**config.mk**
```make
export PLATFORM = sky130hd
export DESIGN_NAME = burst_wait_pipe
export DESIGN_NICKNAME = d
export VERILOG_FILES = /design/src/rtl/bwp_pkg.sv /design/src/rtl/bwp_tick_gen.sv /design/src/rtl/bwp_wait_line.sv /design/src/rtl/bwp_beat_seq.sv /design/src/rtl/burst_wait_pipe.sv
export SDC_FILE = /design/constraint.sdc
export NUM_CORES = 1
export LEC_CHECK = 0
export CAP_MARGIN = 20
export CORE_ASPECT_RATIO = 1.75
export CORE_MARGIN = 3
export CORE_UTILIZATION = 40
export CTS_BUF_LIST = sky130_fd_sc_hd__clkbuf_8
export CTS_CLUSTER_SIZE = 30
export DETAILED_ROUTE_END_ITERATION = 10
export PLACE_DENSITY_LB_ADDON = 0.08
export SLEW_MARGIN = 20
export SYNTH_ARGS = -nofsm -noshare
export SYNTH_HDL_FRONTEND = slang
export SYNTH_HIERARCHICAL = 1
export SYNTH_SLANG_ARGS = --single-unit
```
**constraint.sdc**
```tcl
create_clock -name clk -period 4.51 [get_ports clk]
set_input_delay 0.902 -clock clk [delete_from_list [all_inputs] [get_ports clk]]
set_output_delay 0.902 -clock clk [all_outputs]
set_load 0.1 [all_outputs]
```
**src/rtl/bwp_pkg.sv**
```systemverilog
package bwp_pkg;

    typedef enum logic [1:0] {
        PH_IDLE  = 2'd0,
        PH_FIRST = 2'd1,
        PH_BURST = 2'd2
    } phase_e;

    typedef struct packed {
        logic cap;
        logic freeze;
        logic hold;
    } beat_out_s;

    localparam int MAX_LAG = 2;

    function automatic logic [1:0] clamp_lag(input logic [1:0] lag, input int unsigned lim);
        logic [1:0] r;
        r = (int'(lag) > lim) ? 2'(lim) : lag;
        return r;
    endfunction

endpackage

```
**src/rtl/bwp_tick_gen.sv**
```systemverilog
module bwp_tick_gen #(
    parameter int DIV_W = 4
) (
    input  logic             clk,
    input  logic             rst,
    input  logic [DIV_W-1:0] div_i,
    output logic             tick_o
);
    logic [DIV_W-1:0] cnt_q;

    assign tick_o = (cnt_q >= div_i);

    always_ff @(posedge clk) begin
        if (rst) begin
            cnt_q <= '0;
        end else if (tick_o) begin
            cnt_q <= '0;
        end else begin
            cnt_q <= cnt_q + 1'b1;
        end
    end


    tick_gap_chk: assert property (@(posedge clk) disable iff (rst)
        (tick_o && div_i != '0) |=> !tick_o);

endmodule

```
**src/rtl/bwp_wait_line.sv**
```systemverilog
module bwp_wait_line #(
    parameter int MAX_LAG = 2
) (
    input  logic       clk,
    input  logic       rst,
    input  logic       tick_i,
    input  logic       mon_i,
    input  logic       wait_i,
    input  logic [1:0] lag_i,
    output logic       wait_eff_o
);
    import bwp_pkg::*;

    logic [MAX_LAG:0] tap;
    logic [1:0]       lag_c;

    assign tap[0] = wait_i;

    generate
        for (genvar k = 1; k <= MAX_LAG; k++) begin : g_stage
            logic stage_q;
            always_ff @(posedge clk) begin
                if (rst) begin
                    stage_q <= 1'b0;
                end else if (tick_i && mon_i) begin
                    stage_q <= tap[k-1];
                end
            end
            assign tap[k] = stage_q;
        end
    endgenerate

    assign lag_c      = clamp_lag(lag_i, MAX_LAG);
    assign wait_eff_o = mon_i & tap[lag_c];


    first_stage_chk: assert property (@(posedge clk) disable iff (rst)
        (tick_i && mon_i) |=> (tap[1] == $past(wait_i)));


    mon_off_chk: assert property (@(posedge clk) disable iff (rst)
        !mon_i |-> !wait_eff_o);

endmodule

```
**src/rtl/bwp_beat_seq.sv**
```systemverilog
module bwp_beat_seq #(
    parameter int LEN_W = 4
) (
    input  logic                clk,
    input  logic                rst,
    input  logic                tick_i,
    input  logic                wait_eff_i,
    input  logic                start_i,
    input  logic                acc_done_i,
    input  logic                beat_done_i,
    input  logic [LEN_W-1:0]    burst_len_i,
    output bwp_pkg::beat_out_s  out_o,
    output logic                busy_o
);
    import bwp_pkg::*;

    phase_e           phase_q;
    logic [LEN_W-1:0] cnt_q;
    logic [LEN_W-1:0] len_q;
    logic             acc_pend_q;
    logic             beat_pend_q;
    beat_out_s        out_q;

    logic in_first;
    logic active;
    logic time_ok;
    logic take;
    logic last_beat;

    always_comb begin
        in_first  = (phase_q == PH_FIRST);
        active    = (phase_q != PH_IDLE);
        time_ok   = in_first ? (acc_pend_q | acc_done_i) : (beat_pend_q | beat_done_i);
        take      = tick_i & active & time_ok & ~wait_eff_i;
        last_beat = (cnt_q == len_q);
    end

    always_ff @(posedge clk) begin
        if (rst) begin
            phase_q     <= PH_IDLE;
            cnt_q       <= '0;
            len_q       <= '0;
            acc_pend_q  <= 1'b0;
            beat_pend_q <= 1'b0;
            out_q       <= '0;
        end else if (tick_i) begin
            out_q.cap    <= take;
            out_q.freeze <= active & wait_eff_i;
            out_q.hold   <= active & wait_eff_i;
            if (!active) begin
                if (start_i) begin
                    phase_q     <= PH_FIRST;
                    cnt_q       <= '0;
                    len_q       <= burst_len_i;
                    acc_pend_q  <= 1'b0;
                    beat_pend_q <= 1'b0;
                end
            end else if (take) begin
                acc_pend_q  <= 1'b0;
                beat_pend_q <= 1'b0;
                if (last_beat) begin
                    phase_q <= PH_IDLE;
                end else begin
                    phase_q <= PH_BURST;
                    cnt_q   <= cnt_q + 1'b1;
                end
            end else if (in_first) begin
                acc_pend_q <= acc_pend_q | acc_done_i;
            end else begin
                beat_pend_q <= beat_pend_q | beat_done_i;
            end
        end else begin
            out_q.cap <= 1'b0;
        end
    end

    assign out_o  = out_q;
    assign busy_o = active;


    cap_excl_chk: assert property (@(posedge clk) disable iff (rst)
        out_q.cap |-> !out_q.freeze);


    cnt_bound_chk: assert property (@(posedge clk) disable iff (rst)
        active |-> (cnt_q <= len_q));


    freeze_stable_chk: assert property (@(posedge clk) disable iff (rst)
        !tick_i |=> $stable(out_q.freeze));


    idle_nocap_chk: assert property (@(posedge clk) disable iff (rst)
        !active |=> !out_q.cap);


    cap_pulse_chk: assert property (@(posedge clk) disable iff (rst)
        !tick_i |=> !out_q.cap);

endmodule

```
**src/rtl/burst_wait_pipe.sv**
```systemverilog
module burst_wait_pipe #(
    parameter int DIV_W = 4,
    parameter int LEN_W = 4
) (
    input  logic             clk,
    input  logic             rst,
    input  logic [DIV_W-1:0] div_i,
    input  logic             mon_en_i,
    input  logic [1:0]       lag_i,
    input  logic             wait_i,
    input  logic             start_i,
    input  logic             acc_done_i,
    input  logic             beat_done_i,
    input  logic [LEN_W-1:0] burst_len_i,
    output logic             bus_edge_o,
    output logic             cap_o,
    output logic             freeze_o,
    output logic             hold_o,
    output logic             busy_o
);
    import bwp_pkg::*;

    logic      tick;
    logic      wait_eff;
    beat_out_s beat_out;

    bwp_tick_gen #(.DIV_W(DIV_W)) u_tick (
        .clk    (clk),
        .rst    (rst),
        .div_i  (div_i),
        .tick_o (tick)
    );

    bwp_wait_line #(.MAX_LAG(MAX_LAG)) u_line (
        .clk        (clk),
        .rst        (rst),
        .tick_i     (tick),
        .mon_i      (mon_en_i),
        .wait_i     (wait_i),
        .lag_i      (lag_i),
        .wait_eff_o (wait_eff)
    );

    bwp_beat_seq #(.LEN_W(LEN_W)) u_seq (
        .clk         (clk),
        .rst         (rst),
        .tick_i      (tick),
        .wait_eff_i  (wait_eff),
        .start_i     (start_i),
        .acc_done_i  (acc_done_i),
        .beat_done_i (beat_done_i),
        .burst_len_i (burst_len_i),
        .out_o       (beat_out),
        .busy_o      (busy_o)
    );

    assign bus_edge_o = tick;
    assign cap_o      = beat_out.cap;
    assign freeze_o   = beat_out.freeze;
    assign hold_o     = beat_out.hold;


    hold_track_chk: assert property (@(posedge clk) disable iff (rst)
        freeze_o |-> (hold_o && busy_o || hold_o && !cap_o));

endmodule

```
Word-level counts from Yosys, hierarchy flattened

Cells that the tools add are included.

Memory bits (read-only): 0
Flip-flop bits (word level): 20
Bits in writable memories: 0
Output and inout bits: 5
Memories: 0
Latch bits: 0
Input port bits: 17

Multiply operators: 0
Div/mod/pow operators: 0
Shifts and indexed selects: 0
Bitwise operators: 10
Mux-type cells: 19
Equal/unequal tests: 6
Add/sub/neg operators: 2
Order comparisons: 3
Reduce and logical (&&, ||, !) cells: 10

Operators by type and width:

| cell                | count |
|---|---|
| $mux 4              | 4 |
| $reduce_and 3->1    | 4 |
| $mux 2              | 5 |
| $mux 1              | 9 |
| $add 4x1->4 const B | 2 |
| $and 1x1->1         | 5 |
| $eq 4x4->1          | 1 |
| $ge 4x4->1          | 1 |
| $ne 2x2->1 const B  | 2 |
| $reduce_and 4->1    | 1 |
| $reduce_bool 2->1   | 2 |
| $reduce_or 2->1     | 2 |
| $lt 2x3->1 const B  | 1 |
| $ne 3x2->1 const B  | 1 |
| $ne 3x3->1 const B  | 1 |
| $not 1->1           | 3 |
| $bmux 1 s2          | 1 |
| $eq 2x1->1 const B  | 1 |
| $gt 2x2->1 const B  | 1 |
| $or 1x1->1          | 2 |
| $logic_and 1x1->1   | 1 |

Depth between registers and ports, before layout

Depth in word-level cells: 9
Mapped depth: 9
Gate-level depth less buffers: 9

Modules after synthesis

The synthesis kept the hierarchy.

By module, submodules not included:

| module        | sequential area each (um2) | cells an instance | times used | area each (um2) |
|---|---|---|---|---|
| bwp_beat_seq  | 280.3                      | 73                | 1          | 701.9 |
| bwp_tick_gen  | 80.1                       | 27                | 1          | 240.2 |
| bwp_wait_line | 40.0                       | 11                | 1          | 107.6 |

Worst setup path after synthesis

No wires, ideal clock.

Kind: input -> register
Start: input port div_i[3]
End: register u_seq.cnt_q[3]
Library setup time: 0.074 ns
Stages: 9
Path slack: 0.950 ns
Data required time: 4.436 ns
Arrival: 3.485 ns
Buffers on the path: 0
Cells stage by stage: inv_1 -> ha_1 -> o211ai_1 -> or2_1 -> nand2_1 -> and2b_1 -> o2111ai_4 -> or4_1 -> a31oi_1

Longest elaborated chain between the ends: 6

Ends and longest elaborated chain:

| what                           | line                  | RTL |
|---|---|---|
| start: declaration             | burst_wait_pipe.sv:7  | `input logic [DIV_W-1:0] div_i,` |
| $ge 4x4->1 (*)                 | bwp_tick_gen.sv:11    | `assign tick_o = (cnt_q >= div_i);` |
| via bus_edge_o                 | burst_wait_pipe.sv:15 | `output logic bus_edge_o,` |
| $and 1x1->1 (3 in a row)       | bwp_beat_seq.sv:34    | `take = tick_i & active & time_ok & ~wait_eff_i;` |
| $ne 2x2->1 (no line)           | --                    |  |
| $reduce_and 4->1 (no line) (*) | --                    |  |
| end signal: assignment         | bwp_beat_seq.sv:65    | `cnt_q <= cnt_q + 1'b1;` |
| end: declaration               | bwp_beat_seq.sv:18    | `logic [LEN_W-1:0] cnt_q;` |

Mark *: on every way through the listed nets, which the timed path passes. The rest lies on a longest branch.
A chain may end at the register's enable or synchronous reset.

Worst setup path in the final report

Start: input port div_i[3]
End: output port bus_edge_o

Longest elaborated chain between the ends: 1

Ends and longest elaborated chain:

| what             | line |
|---|---|
| $ge 4x4->1       | bwp_tick_gen.sv:11 |
| end: declaration | burst_wait_pipe.sv:15 |

Every way passes these cells.

==> results.sh <==
export IMPL_status="finished, final reports clean"
export IMPL_yosysTopAreaCell="dfxtp_1"
export IMPL_cts_root_buf="clkbuf_8"
export IMPL_synth_edff_count=0
export IMPL_area_growth_syn_to_layout_pct=28.6
export IMPL_gp_congestion=0.751
export IMPL_synth_common_cells="20 x dfxtp_1, 9 x nor2_1, 7 x a21oi_1, 7 x nand3_1"
export IMPL_yosysTopAreaCellShare_pct=38.1
export IMPL_gr_usage_all_layers_pct=16.1
export IMPL_clkSinkCount=20
export IMPL_start_util_pct=42.1
export IMPL_reg2reg_slack_ns=1.95
export IMPL_synth_seq_cells=20
export IMPL_rsz0062_at_grt="false"
export IMPL_synth_top_family_by_area="compound AO/OA/AOI/OAI gates"
export IMPL_hold_ws_ns=0.479
export IMPL_cts_resized=0
export IMPL_ir_drop_mv=0.180
export IMPL_synth_cells=111
export IMPL_grt_max_degree=17
export IMPL_r2r_cells=9
export IMPL_holdCritStartpoint="u_seq/beat_pend_q$_SDFFE_PP0P_"
export IMPL_drv_slew=0
export IMPL_post_cts_buffers=0
export IMPL_antenna_found_initial=0
export IMPL_dpl_cell_count=156
export IMPL_end_kind="primary output"
export IMPL_coreArea_um2=2490
export IMPL_synth_compound_area_share_pct=21.2
export IMPL_die_w_um=44.7
export IMPL_ios=22
export IMPL_fmax_ghz=0.279
export IMPL_syn_avg_cell_area_um2=9.46
export IMPL_cp_start_kind="primary input"
export IMPL_insertion_delay_ns=0.26
export IMPL_ctsHoldBuffers=0
export IMPL_leakage_nw=0.569
export IMPL_vias_per_cell=5.71
export IMPL_cts_max_path_buffers=2
export IMPL_synth_seq_area_share_pct=38.1
export IMPL_worst_r2r_endpoint="u_seq/cnt_q[3]$_SDFFE_PP0P_"
export IMPL_num_antenna_cells=0
export IMPL_grt_ovfl_total=0
export IMPL_fin_setup_tns_ns=0
export IMPL_synthSimpleGateAreaFrac_pct=19.9
export IMPL_drive_gt1_share_pct=9.70
export IMPL_r2r_start="u_tick/cnt_q[0]$_SDFF_PP0_"
export IMPL_tightest_slew_ns=0.994
export IMPL_synth_xor_area_share_pct=5.01
export IMPL_muxShareOfSynthArea_pct=4.89
export IMPL_post_route_util_pct=54.2
export IMPL_synthFlopType="dfxtp_1"
export IMPL_critPathRequiredTime_ns=3.61
export IMPL_instances_no_fill=160
export IMPL_row_count=24
export IMPL_syn_nets=134
export IMPL_synth_distinct_cells=39
export IMPL_post_synth_top_count_cell="dfxtp_1"
export IMPL_drtIter0Drc=21
export IMPL_first_pass_iters=5
export IMPL_critPathLaunch="div_i[3]"
export IMPL_clock_skew_final_ns=0.00435
export IMPL_hold_path_class="reg -> reg"
export IMPL_detail_route_antenna_nets=0
export IMPL_die_h_um=73.8
export IMPL_drcViolationCount=0
export IMPL_portBuffers=21
export IMPL_ctsHtreeMaxLevel=1
export IMPL_vias=914
export IMPL_maxCapViolations=0
export IMPL_dp_hpwl_um=1860
export IMPL_yosysWarnings=6
export IMPL_nFillCells=250
export IMPL_finalCriticalPeriod_ns=3.58
export IMPL_arrival_ns=2.68
export IMPL_die_area_um2=3300
export IMPL_first_global_vias=902
export IMPL_avgRoutedWirePerCell_um=14.7
export IMPL_hold_depth=2
export IMPL_crit_type="in -> out"
export IMPL_synthArstFlopShare_pct=0
export IMPL_path_max_fanout=11
export IMPL_slew_limit_headroom_pct=33.6
export IMPL_cts_buffers_inserted=3
export IMPL_period_share_pct=79.4
export IMPL_final_nets=158
export IMPL_grt_pass1_wl_um=3910
export IMPL_setup_viol=0
export IMPL_synthAdderAreaFrac_pct=7.15
export IMPL_netlist_top_cells_area="dfxtp_1 38%, ha_1 7.2%, xor2_1 4.2%"
export IMPL_finalHoldViolCount=0
export IMPL_wl_um=2350
export IMPL_cts_tree="done"
export IMPL_clk_pin_slew_ns=0.08
export IMPL_syn_area_um2=1050
export IMPL_power_density_nw_per_um2=333
export IMPL_min_to="u_seq/beat_pend_q$_SDFFE_PP0P_"
[where the power goes]
group | switching (W) | total (W) | internal, W
logic | 0.0000467 | 0.0000795 | 0.0000328
registers | 0.00000584 | 0.000189 | 0.000183
clock network | 0.0000624 | 0.000181 | 0.000118
[area by class of cell]
| cell class | instances | area, µm² | share of cell area, % |
|---|---|---|---|
| multi-input cells | 82 | 611 | 45.2 |
| inverters | 7 | 27.5 | 2.04 |
| repair buffers | 21 | 208 | 15.4 |
| well taps | 26 | 32.5 | 2.41 |
| flip-flops and latches | 20 | 400 | 29.7 |
| clock buffers | 3 | 41.3 | 3.06 |
| clock inverters | 1 | 30.0 | 2.22 |
[sequential cells by signal (all words and copies together) (netlist names)]
register,count
u_seq/acc_pend_q,1
u_tick/cnt_q,4
u_seq/phase_q,2
u_seq/out_o,2
u_seq/beat_pend_q,1
u_line/g_stage.stage_q,2
u_seq/cnt_q,4
u_seq/len_q,4
[per-stage QoR]
stage	setup slack [ns]	power [W]	instance area, µm²
floorplan	0.950	0.000242	1050
global placement	0.992	0.000270	1280
detailed placement	0.939	0.000273	1280
CTS	0.941	0.000456	1350
global route	0.812	0.000473	1350
finish	0.930	0.000449	1350
[placed cells by master, fill, tap and decap left out, types with 2 or more instances in the layout]
cell type	instances
nand2b_1	4
o2111ai_1	2
nand3_1	7
clkdlybuf4s50_1	20
a21bo_2	2
a21oi_1	7
inv_1	6
xor2_1	5
nor2_1	9
clkbuf_8	3
ha_1	6
a211oi_1	2
dfxtp_1	20
o211ai_1	4
o31ai_1	2
nand2_1	4
mux2i_1	4
o21ai_0	2
a31oi_1	3
[worst max path at each step]
stage,slack (ns),endpoint,cells after the start
after global placement,0.99,bus_edge_o,7
after global routing,0.81,bus_edge_o,7
after detailed placement,0.94,bus_edge_o,7
after CTS,0.94,bus_edge_o,7
after floorplan,0.95,u_seq/cnt_q[3]$_SDFFE_PP0P_,9
final,0.93,bus_edge_o,7
[logic make-up after synthesis]
group	after synthesis
xor+xnor	6
fa+ha+maj	6
simple gates	36
mux	5
flops	20
buf+inv	9
compound gates	29
[worst max-delay path, cell delays in order]
cell             delay (ns)
clkdlybuf4s50_1        0.45
inv_1                  0.04
ha_1                   0.30
o211ai_1               0.10
or2_1                  0.24
nand2_1                0.28
buf_4                  0.36
[metal layers]
metal | track usage, % | up-vias | routed length, µm
met1 | 15.1 | 437 | 800
met4 | 9.73 | 0 | 53
met2 | 30.2 | 14 | 1430
met5 | 0 | - | 0
met3 | 2.94 | 6 | 72
li1 | - | 457 | -
Power figures use the tool's default switching activity.
